--- src/rtl/wbPkg.sv ---
package wbPkg;
  parameter int WB_CORES      = 4;
  parameter int WB_ENTRIES    = 4;
  parameter int WB_LINE_BYTES = 8;
  parameter int WB_ADDR_W     = 16;

  localparam int WB_BUFS = WB_CORES + 1;
  localparam int BUF_W   = $clog2(WB_BUFS);
  localparam int ENT_W   = $clog2(WB_ENTRIES);
  localparam int LINE_W  = WB_LINE_BYTES * 8;
  localparam int CNT_W   = $clog2(WB_BUFS + 1);

  // strobes from control to datapath
  typedef struct packed {
    logic             wrEn;
    logic             wrHit;
    logic [BUF_W-1:0] wrBuf;
    logic [ENT_W-1:0] wrEntry;
    logic             clrEn;
    logic [BUF_W-1:0] clrBuf;
    logic             drainEn;
    logic [BUF_W-1:0] drainBuf;
    logic [ENT_W-1:0] drainEntry;
  } wbStrobe_t;

  // lookup results from datapath to control
  typedef struct packed {
    logic             stHit;
    logic [ENT_W-1:0] stHitIdx;
    logic             stFree;
    logic [ENT_W-1:0] stFreeIdx;
    logic             headAny;
    logic [ENT_W-1:0] headIdx;
  } wbStatus_t;
endpackage

--- src/rtl/wbData.sv ---
module wbData
  import wbPkg::*;
(
  input  logic                     clk,
  input  logic                     rst_n,
  input  wbStrobe_t                strobe,
  input  logic [BUF_W-1:0]         stBuf,
  input  logic [WB_ADDR_W-1:0]     stAddr,
  input  logic [LINE_W-1:0]        stData,
  input  logic [WB_LINE_BYTES-1:0] stMask,
  input  logic [BUF_W-1:0]         headBuf,
  output wbStatus_t                status,
  output logic [WB_ADDR_W-1:0]     l2Addr,
  output logic [LINE_W-1:0]        l2Data,
  output logic [WB_LINE_BYTES-1:0] l2Mask
);
  logic                     entValid [WB_BUFS][WB_ENTRIES];
  logic [WB_ADDR_W-1:0]     entTag   [WB_BUFS][WB_ENTRIES];
  logic [LINE_W-1:0]        entData  [WB_BUFS][WB_ENTRIES];
  logic [WB_LINE_BYTES-1:0] entMask  [WB_BUFS][WB_ENTRIES];
  logic [WB_BUFS-1:0]       rowAny;

  logic [BUF_W-1:0] stSel;
  logic [BUF_W-1:0] hdSel;

  assign stSel = (int'(stBuf) < WB_BUFS) ? stBuf : '0;
  assign hdSel = (int'(headBuf) < WB_BUFS) ? headBuf : '0;

  always_comb begin
    status = '0;
    for (int e = WB_ENTRIES - 1; e >= 0; e--) begin
      if (entValid[stSel][e] && entTag[stSel][e] == stAddr) begin
        status.stHit    = 1'b1;
        status.stHitIdx = ENT_W'(e);
      end
      if (!entValid[stSel][e]) begin
        status.stFree    = 1'b1;
        status.stFreeIdx = ENT_W'(e);
      end
      if (entValid[hdSel][e]) begin
        status.headAny = 1'b1;
        status.headIdx = ENT_W'(e);
      end
    end
  end

  always_comb begin
    for (int b = 0; b < WB_BUFS; b++) begin
      rowAny[b] = 1'b0;
      for (int e = 0; e < WB_ENTRIES; e++) rowAny[b] = rowAny[b] | entValid[b][e];
    end
  end

  assign l2Addr = entTag[hdSel][status.headIdx];
  assign l2Data = entData[hdSel][status.headIdx];
  assign l2Mask = entMask[hdSel][status.headIdx];

  always_ff @(posedge clk) begin
    if (!rst_n) begin
      for (int b = 0; b < WB_BUFS; b++) begin
        for (int e = 0; e < WB_ENTRIES; e++) begin
          entValid[b][e] <= 1'b0;
          entTag[b][e]   <= '0;
          entData[b][e]  <= '0;
          entMask[b][e]  <= '0;
        end
      end
    end else begin
      for (int b = 0; b < WB_BUFS; b++) begin
        for (int e = 0; e < WB_ENTRIES; e++) begin
          if (strobe.clrEn && int'(strobe.clrBuf) == b) begin
            entValid[b][e] <= 1'b0;
          end else if (strobe.drainEn && int'(strobe.drainBuf) == b &&
                       int'(strobe.drainEntry) == e) begin
            entValid[b][e] <= 1'b0;
          end else if (strobe.wrEn && int'(strobe.wrBuf) == b &&
                       int'(strobe.wrEntry) == e) begin
            entValid[b][e] <= 1'b1;
            entTag[b][e]   <= stAddr;
            entMask[b][e]  <= strobe.wrHit ? (entMask[b][e] | stMask) : stMask;
            for (int k = 0; k < WB_LINE_BYTES; k++) begin
              if (stMask[k])          entData[b][e][k*8 +: 8] <= stData[k*8 +: 8];
              else if (!strobe.wrHit) entData[b][e][k*8 +: 8] <= 8'h00;
            end
          end
        end
      end
    end
  end

  // a new line never overwrites a live entry
  p_new_slot_r6: assert property (@(posedge clk) disable iff (!rst_n)
    strobe.wrEn && !strobe.wrHit |-> !entValid[strobe.wrBuf][strobe.wrEntry]);

  // drain only reads live entries
  p_drain_live_r8: assert property (@(posedge clk) disable iff (!rst_n)
    strobe.drainEn |-> entValid[strobe.drainBuf][strobe.drainEntry]);

  // a violation leaves its buffer empty
  p_clear_row_r5: assert property (@(posedge clk) disable iff (!rst_n)
    strobe.clrEn |=> !rowAny[$past(strobe.clrBuf)]);
endmodule

--- src/rtl/wbCtrl.sv ---
module wbCtrl
  import wbPkg::*;
(
  input  logic             clk,
  input  logic             rst_n,
  input  logic             allocValid,
  output logic             allocReady,
  output logic [BUF_W-1:0] allocBuf,
  input  logic             stValid,
  input  logic [BUF_W-1:0] stBuf,
  output logic             stStall,
  input  logic             commitValid,
  input  logic [BUF_W-1:0] commitBuf,
  input  logic             violValid,
  input  logic [BUF_W-1:0] violBuf,
  input  wbStatus_t        status,
  output wbStrobe_t        strobe,
  output logic [BUF_W-1:0] headBuf
);
  localparam int IDX_N = 2 ** BUF_W;

  logic [WB_BUFS-1:0] busy;
  logic [WB_BUFS-1:0] done;
  logic [BUF_W-1:0]   ordQ [WB_BUFS];
  logic [BUF_W-1:0]   rdPtr;
  logic [BUF_W-1:0]   wrPtr;
  logic [CNT_W-1:0]   ordCnt;
  logic [IDX_N-1:0]   busyPad;
  logic [IDX_N-1:0]   donePad;

  logic headDone, releaseBuf, allocGo, commitHit, violHit, stLive;

  assign busyPad = IDX_N'(busy);
  assign donePad = IDX_N'(done);

  function automatic logic [BUF_W-1:0] nextPtr(input logic [BUF_W-1:0] p);
    return (int'(p) == WB_BUFS - 1) ? '0 : p + 1'b1;
  endfunction

  always_comb begin
    allocReady = ~&busy;
    allocBuf   = '0;
    for (int i = WB_BUFS - 1; i >= 0; i--) if (!busy[i]) allocBuf = BUF_W'(i);
  end

  assign headBuf    = ordQ[rdPtr];
  assign headDone   = (ordCnt != '0) && donePad[headBuf];
  assign releaseBuf = headDone && !status.headAny;
  assign allocGo    = allocValid && allocReady;
  assign commitHit  = commitValid && busyPad[commitBuf] && !donePad[commitBuf];
  assign violHit    = violValid && busyPad[violBuf] && !donePad[violBuf];
  assign stLive     = stValid && busyPad[stBuf] && !donePad[stBuf] &&
                      !(violHit && violBuf == stBuf);
  assign stStall    = stLive && !status.stHit && !status.stFree;

  always_comb begin
    strobe            = '0;
    strobe.wrEn       = stLive && (status.stHit || status.stFree);
    strobe.wrHit      = status.stHit;
    strobe.wrBuf      = stBuf;
    strobe.wrEntry    = status.stHit ? status.stHitIdx : status.stFreeIdx;
    strobe.clrEn      = violHit;
    strobe.clrBuf     = violBuf;
    strobe.drainEn    = headDone && status.headAny;
    strobe.drainBuf   = headBuf;
    strobe.drainEntry = status.headIdx;
  end

  always_ff @(posedge clk) begin
    if (!rst_n) begin
      busy   <= '0;
      done   <= '0;
      rdPtr  <= '0;
      wrPtr  <= '0;
      ordCnt <= '0;
      for (int i = 0; i < WB_BUFS; i++) ordQ[i] <= '0;
    end else begin
      if (allocGo) begin
        busy[allocBuf] <= 1'b1;
        ordQ[wrPtr]    <= allocBuf;
        wrPtr          <= nextPtr(wrPtr);
      end
      if (commitHit) done[commitBuf] <= 1'b1;
      if (releaseBuf) begin
        busy[headBuf] <= 1'b0;
        done[headBuf] <= 1'b0;
        rdPtr         <= nextPtr(rdPtr);
      end
      ordCnt <= ordCnt + CNT_W'(allocGo) - CNT_W'(releaseBuf);
    end
  end

  // a granted buffer is owned and unfinished the next cycle
  p_grant_owned_r1: assert property (@(posedge clk) disable iff (!rst_n)
    allocGo |=> busyPad[$past(allocBuf)] && !donePad[$past(allocBuf)]);

  // order queue tracks exactly the owned buffers
  p_queue_bound_r4: assert property (@(posedge clk) disable iff (!rst_n)
    (int'(ordCnt) <= WB_BUFS) && (int'(ordCnt) == $countones(busy)));

  // finished only while owned
  p_done_owned_r2: assert property (@(posedge clk) disable iff (!rst_n)
    (done & ~busy) == '0);

  // freed head leaves the pool next cycle
  p_release_free_r3: assert property (@(posedge clk) disable iff (!rst_n)
    releaseBuf |=> !busyPad[$past(headBuf)]);
endmodule

--- src/rtl/specWriteBuffers.sv ---
module specWriteBuffers
  import wbPkg::*;
(
  input  logic                     clk,
  input  logic                     rst_n,
  input  logic                     allocValid,
  output logic                     allocReady,
  output logic [BUF_W-1:0]         allocBuf,
  input  logic                     stValid,
  input  logic [BUF_W-1:0]         stBuf,
  input  logic [WB_ADDR_W-1:0]     stAddr,
  input  logic [LINE_W-1:0]        stData,
  input  logic [WB_LINE_BYTES-1:0] stMask,
  output logic                     stStall,
  input  logic                     commitValid,
  input  logic [BUF_W-1:0]         commitBuf,
  input  logic                     violValid,
  input  logic [BUF_W-1:0]         violBuf,
  output logic                     l2Valid,
  output logic [WB_ADDR_W-1:0]     l2Addr,
  output logic [LINE_W-1:0]        l2Data,
  output logic [WB_LINE_BYTES-1:0] l2Mask
);
  wbStrobe_t        strobe;
  wbStatus_t        status;
  logic [BUF_W-1:0] headBuf;

  wbCtrl u_ctrl (
    .clk(clk), .rst_n(rst_n),
    .allocValid(allocValid), .allocReady(allocReady), .allocBuf(allocBuf),
    .stValid(stValid), .stBuf(stBuf), .stStall(stStall),
    .commitValid(commitValid), .commitBuf(commitBuf),
    .violValid(violValid), .violBuf(violBuf),
    .status(status), .strobe(strobe), .headBuf(headBuf)
  );

  wbData u_data (
    .clk(clk), .rst_n(rst_n), .strobe(strobe),
    .stBuf(stBuf), .stAddr(stAddr), .stData(stData), .stMask(stMask),
    .headBuf(headBuf), .status(status),
    .l2Addr(l2Addr), .l2Data(l2Data), .l2Mask(l2Mask)
  );

  assign l2Valid = strobe.drainEn;
endmodule

--- config.mk ---
export PLATFORM = sky130hd
export DESIGN_NAME = specWriteBuffers
export DESIGN_NICKNAME = d
export VERILOG_FILES = /design/src/rtl/wbPkg.sv /design/src/rtl/wbData.sv /design/src/rtl/wbCtrl.sv /design/src/rtl/specWriteBuffers.sv
export SDC_FILE = /design/constraint.sdc
export NUM_CORES = 2
export LEC_CHECK = 0
export BUFFER_PORTS_ARGS = -buffer_cell sky130_fd_sc_hd__buf_2
export CORE_ASPECT_RATIO = 1.2
export CORE_UTILIZATION = 55
export DETAILED_ROUTE_END_ITERATION = 6
export PLACE_DENSITY = 0.81
export SKIP_LAST_GASP = 1
export SLEW_MARGIN = 40
export SYNTH_ARGS = -nofsm -noshare
export SYNTH_HDL_FRONTEND = slang
export SYNTH_HIERARCHICAL = 1
export SYNTH_SLANG_ARGS = --single-unit
--- constraint.sdc ---
create_clock -name clk -period 6.9 [get_ports clk]
set_clock_uncertainty 0.1 [all_clocks]
set_input_delay 0.69 -clock clk [delete_from_list [all_inputs] [get_ports clk]]
set_output_delay 0.69 -clock clk [all_outputs]
set_load 0.01 [all_outputs]
# Yosys cells after proc, flatten, opt, wreduce, memory -nomap -nowiden
# Memories as Yosys holds them, arrays and structs flattened. A register that Yosys moved wholly into a read port is not among the register bits.
# Cells that the tools add are included.
totals:
  ramBits: 1795
  wordCells: 2908
  input_bits: 103
  regBits: 19
  memories: 5
mem_list:
  columns: ["name", "depth", "width", "rd", "rd_ports_with_merged_regs", "wr", "line", "rtl"]
  rows:
  - ["u_data.entData", 5, 256, 1, 0, 5, "wbData.sv:19", "logic [LINE_W-1:0] entData [WB_BUFS][WB_ENTRIES];"]
  - ["u_data.entTag", 5, 64, 2, 0, 5, "wbData.sv:18", "logic [WB_ADDR_W-1:0] entTag [WB_BUFS][WB_ENTRIES];"]
  - ["u_data.entMask", 5, 32, 6, 0, 5, "wbData.sv:20", "logic [WB_LINE_BYTES-1:0] entMask [WB_BUFS][WB_ENTRIES];"]
  - ["u_data.entValid", 5, 4, 2, 0, 5, "wbData.sv:17", "logic entValid [WB_BUFS][WB_ENTRIES];"]
  - ["u_ctrl.ordQ", 5, 3, 1, 1, 5, "wbCtrl.sv:24", "logic [BUF_W-1:0] ordQ [WB_BUFS];"]
op_classes:
  n_mux: 2318
  n_bitwise: 446
  n_lt_le_gt_ge: 11
  eq_ne: 25
  reduce_logical: 94
  n_addsub: 4
op_table:
  columns: ["op", "n"]
  rows:
  - ["8-bit two-way mux", 362]
  - ["1-bit two-way mux", 1887]
  - ["1-bit OR", 420]
  - ["16-bit two-way mux", 22]
  - ["8-bit OR", 20]
  - ["64-bit binary-select mux with 2-bit select", 1]
  - ["64-bit two-way mux", 2]
  - ["1-bit logical AND", 77]
  - ["3-bit two-way mux", 25]
  - ["16-bit == test", 4]
  - ["3-bit == test, second input constant", 11]
  - ["16-bit binary-select mux with 2-bit select", 1]
  - ["5-bit two-way mux", 6]
  - ["1-bit binary-select mux with 3-bit select", 7]
  - ["3-bit by 4-bit < comparator with 1-bit output, second input constant", 5]
  - ["8-bit binary-select mux with 2-bit select", 1]
  - ["5-bit bitwise AND", 2]
  - ["5-bit OR", 2]
  - ["1-bit demux with 3-bit select", 3]
  - ["3-bit by 2-bit == test with 1-bit output, second input constant", 3]
  - ["3-bit by 1-bit >= comparator with 1-bit output, second input constant", 3]
  - ["3-bit logical NOT", 3]
  - ["2-bit == test, second input constant", 4]
  - ["1-bit logical NOT", 8]
  - ["other kinds (15)", 19]

# Longest topological paths before layout
# An unclocked memory read counts as a cell.
logic_depth:
  word_depth: 20
  mapped_depth: 23
  mapped_depth_nobuf: 20

# Modules after synthesis
# The synthesis kept the hierarchy.
by_module_without_submodules:
  columns: ["mod", "n_inst", "cells_each", "area_per_inst_um2", "seq_area_each_um2"]
  rows:
  - ["wbData", 1, 6602, 82915.8, 53441.3]
  - ["wbCtrl", 1, 260, 2573.7, 1161.1]

# Worst setup path after synthesis
# Ideal clock, no wire load.
synth_path:
  path_kind: "input-to-reg"
  from: "input stBuf[1]"
  to: "memory u_data/entMask[4][10] (netlist name), enable pin"
  slack_ns: 1.623
  n_path_buf: 4
  required_ns: 6.421
  arrival_ns: 4.798
  path_stages: 19
  path_cell_list: "buf_6 nand2b_1 buf_2 o32ai_1 mux2i_1 a31oi_1 or4_1 nor4_2 a21oi_1 or3b_1 nor2_1 nor2_1 nand2b_1 or4b_1 buf_2 nor3b_2 nor2b_1 clkbuf_1 inv_1"
synth_lines:
  columns: ["element", "line", "rtl"]
  rows:
  - ["start: declaration", "specWriteBuffers.sv:10", "input logic [BUF_W-1:0] stBuf,"]
  - ["end: declaration", "wbData.sv:20", null]

==> results_dict.tcl <==
set metrics [dict create \
    cellLeakagePower_uw 0.0337 \
    slew_headroom_pct 37.2 \
    critPathRequiredTime_ps 6110 \
    drt-total-wl_mm 261 \
    synth_area_per_cell_um2 12.5 \
    die_height_um 434 \
    hp-class "in -> reg" \
    synth_top_area_share_pct 63.3 \
    clk_pin_slew_ps 60 \
    cp_common_cell "o21ai_0" \
    groute.usage.overall_pct 32.8 \
    vias 60456 \
    cp_max_fo 96 \
    synthTopCellsByCount "1803 x edfxtp_1, 1719 x nor2_1, 637 x nand2_1" \
    status "completed" \
    dpl.cell_count 8671 \
    grt_pass1_wl_mm 377 \
    first_global_vias 58948 \
    portBuffers 196 \
    gp_congestion 0.981 \
    async_flop_share_pct 0 \
    nets 6877 \
    end_kind "primary output" \
    synth_nets 6972 \
    yosysWarningCount 6 \
    startpoint_type "flop" \
    synth.largest_area_cell "edfxtp_1" \
    final_cells 8991 \
    setup_violations 0 \
    ant_nets 0 \
    synth_edf_count 1803 \
    p_per_area_nw_per_um2 268 \
    fill_cells 10969 \
    ys_types 85 \
    drive_above_1_share_pct 17.3 \
    routedWlPerCell_um 29.1 \
    synth-seq-cells 1826 \
    antenna_found_initial 18 \
    worstMarginPinSlew_ps 942 \
    initial_core_util_pct 55.4 \
    crit_path_max_incr_delay_ps 600 \
    cts.sinks 1826 \
    final_max_slew_viol_count 0 \
    netlist_area_um2 85500 \
    area_delta_synth_final_pct 10.4 \
    coreArea_um2 154000 \
    cts_root_buf "clkbuf_16" \
    via_per_inst 6.72 \
    period_needed_ps 6780 \
    drt_first_pass_iters 7 \
    path_cells "mux4_2, mux2i_2, inv_1, nand2b_1, o21ai_0, o31a_1, o21ai_0, nand2_4, buf_12, buf_16, mux2i_1, a32oi_1, and3_1, buf_2" \
    cpMaxStageDelayCell "dfxtp_1" \
    drv_cap 0 \
    path_delay_family "multiplexers" \
    peakVddDrop_v 0.000231 \
    grt_overflow_total 0 \
    die_area_um2 157000 \
    max_freq_ghz 0.148 \
    rows 158 \
    cts_tree "built" \
    critPathArrivalTime_ps 5990 \
    synthMostInstantiatedCell "edfxtp_1" \
    hold_viol 0 \
    io_pins 197 \
    path_buf_inv 4 \
    htreeDepth 4 \
    ys_seq_area_share_pct 63.9 \
    dieWidth_um 362 \
    drtIter0Drc 10339 \
    ys.flop_type "edfxtp_1" \
    insertion_delay_ps 830 \
    post-dp-hpwl_mm 161 \
    ctsHoldBuffers 0 \
    cts_made_buffers 170 \
    ys_top_cells_by_area "edfxtp_1 63%, mux4_2 9.5%, nor2_1 7.5%" \
    syn_inst 6862 \
    clock_path_buffers 3 \
    drc 0 \
    p_total_uw 25300 \
    worstSetupPathType "reg -> out" \
    post-route-period-util_pct 98.2 \
    fin_hold_ws_ps 167 \
    grt_max_degree 142 \
]
routing by layer:
metal / up-vias / GRT usage [%] / wire, um
met5: - / 0 / 108
met4: 18 / 23.0 / 21200
met3: 1187 / 7.38 / 36200
met2: 5521 / 51.7 / 121000
met1: 29320 / 40.3 / 82400
li1: 24410 / - / -
worst reg2reg max path: stages, from the launching register on:
cell and delay [ps]:
dfxtp_1 600, mux4_2 580, mux2i_2 390, inv_1 350, nand2b_1 340, o21ai_0 350
o31ai_1 110, nand4_1 140, nor3b_1 200, buf_4 150, nor2b_1 270, nand2_1 230
nor3_1 540, or3_4 630, buf_4 640, nor2_1 160
power breakdown:
part	internal [uW]	leakage (uW)	switching, uW
clock network	5190	0.00267	4160
logic	1050	0.0122	2190
registers	12500	0.0188	162
path summary, 6_finish.rpt:
kind | start | slack (ps) | end | cells after the start
worst max-delay path | flop | 120 | l2Data[13] | 14
worst min-delay path | allocValid | 170 | u_ctrl/busy[4]$_SDFF_PN0_ | 3
worst max register to register | flop | 870 | u_data/entData[0][241]$_SDFFCE_PP0P_ | 15
worst min register to register | u_ctrl/done[2]$_SDFF_PN0_ | 390 | u_ctrl/busy[2]$_SDFF_PN0_ | 1
metrics by stage:
step	TNS [ps]	utilization (%)	instance area, um^2	worst slack, ps
detailed placement	0	57.4	88700	388
global route	-137	61.1	94400	-40.4
finish	0	61.1	94400	122
global placement	0	57.4	88600	430
CTS	0	61.0	94200	92.3
floorplan	0	-	85500	1620
what timing repair did:
action | in CTS | in global routing
cloned | 0 | 3
endpoints found under the setup margin | 3 | 62
gates resized for setup | 1 | 3
setup buffers | 0 | 0
pin swaps | 0 | 2
registers in the layout, summed over array words and instances (netlist names), named ones only:
register / flops
u_ctrl/ordQ: 24
u_data/entTag: 320
u_ctrl/done: 5
u_data/entValid: 20
u_ctrl/busy: 5
u_data/entData: 1280
u_ctrl/rdPtr: 3
u_ctrl/ordCnt: 3
u_data/entMask: 160
u_ctrl/wrPtr: 3
layout by cell type, fill, tap and decap left out, types with 136 or more instances in the layout:
master,Yosys,final
mux4_2,361,361
nand3_1,198,192
nor2_1,1719,1707
clkbuf_16,0,174
mux2i_1,136,136
edfxtp_1,1803,1803
and2_1,303,303
buf_4,20,186
nand2_1,637,582
a21oi_1,199,199
buf_2,86,192
cell families (layout without fill, tap and decap cells):
logic type,Yosys count,in the layout,share of synthesized area (%)
xor+xnor,67,67,0.686
compound gates,559,559,4.55
flops,1826,1826,63.9
buf+inv,759,800,3.66
simple gates,3134,3136,15.8
fa+ha+maj,7,7,0.111
mux,510,510,11.3
other cells,0,6,0
cell type report:
cell class                      instances  area, um^2  share of cell area [%]
Tap cell                             2080        2600                    2.76
Sequential cell                      1826       54600                    57.8
Timing Repair Buffer                  427        3260                    3.45
Clock inverter                        106        1000                    1.06
Multi-Input combinational cell       4279       28200                    29.9
Clock buffer                          204        4470                    4.73
Antenna cell                            6        15.0                  0.0159
Inverter                               63         253                   0.268
(Power assumes the default switching activity.)
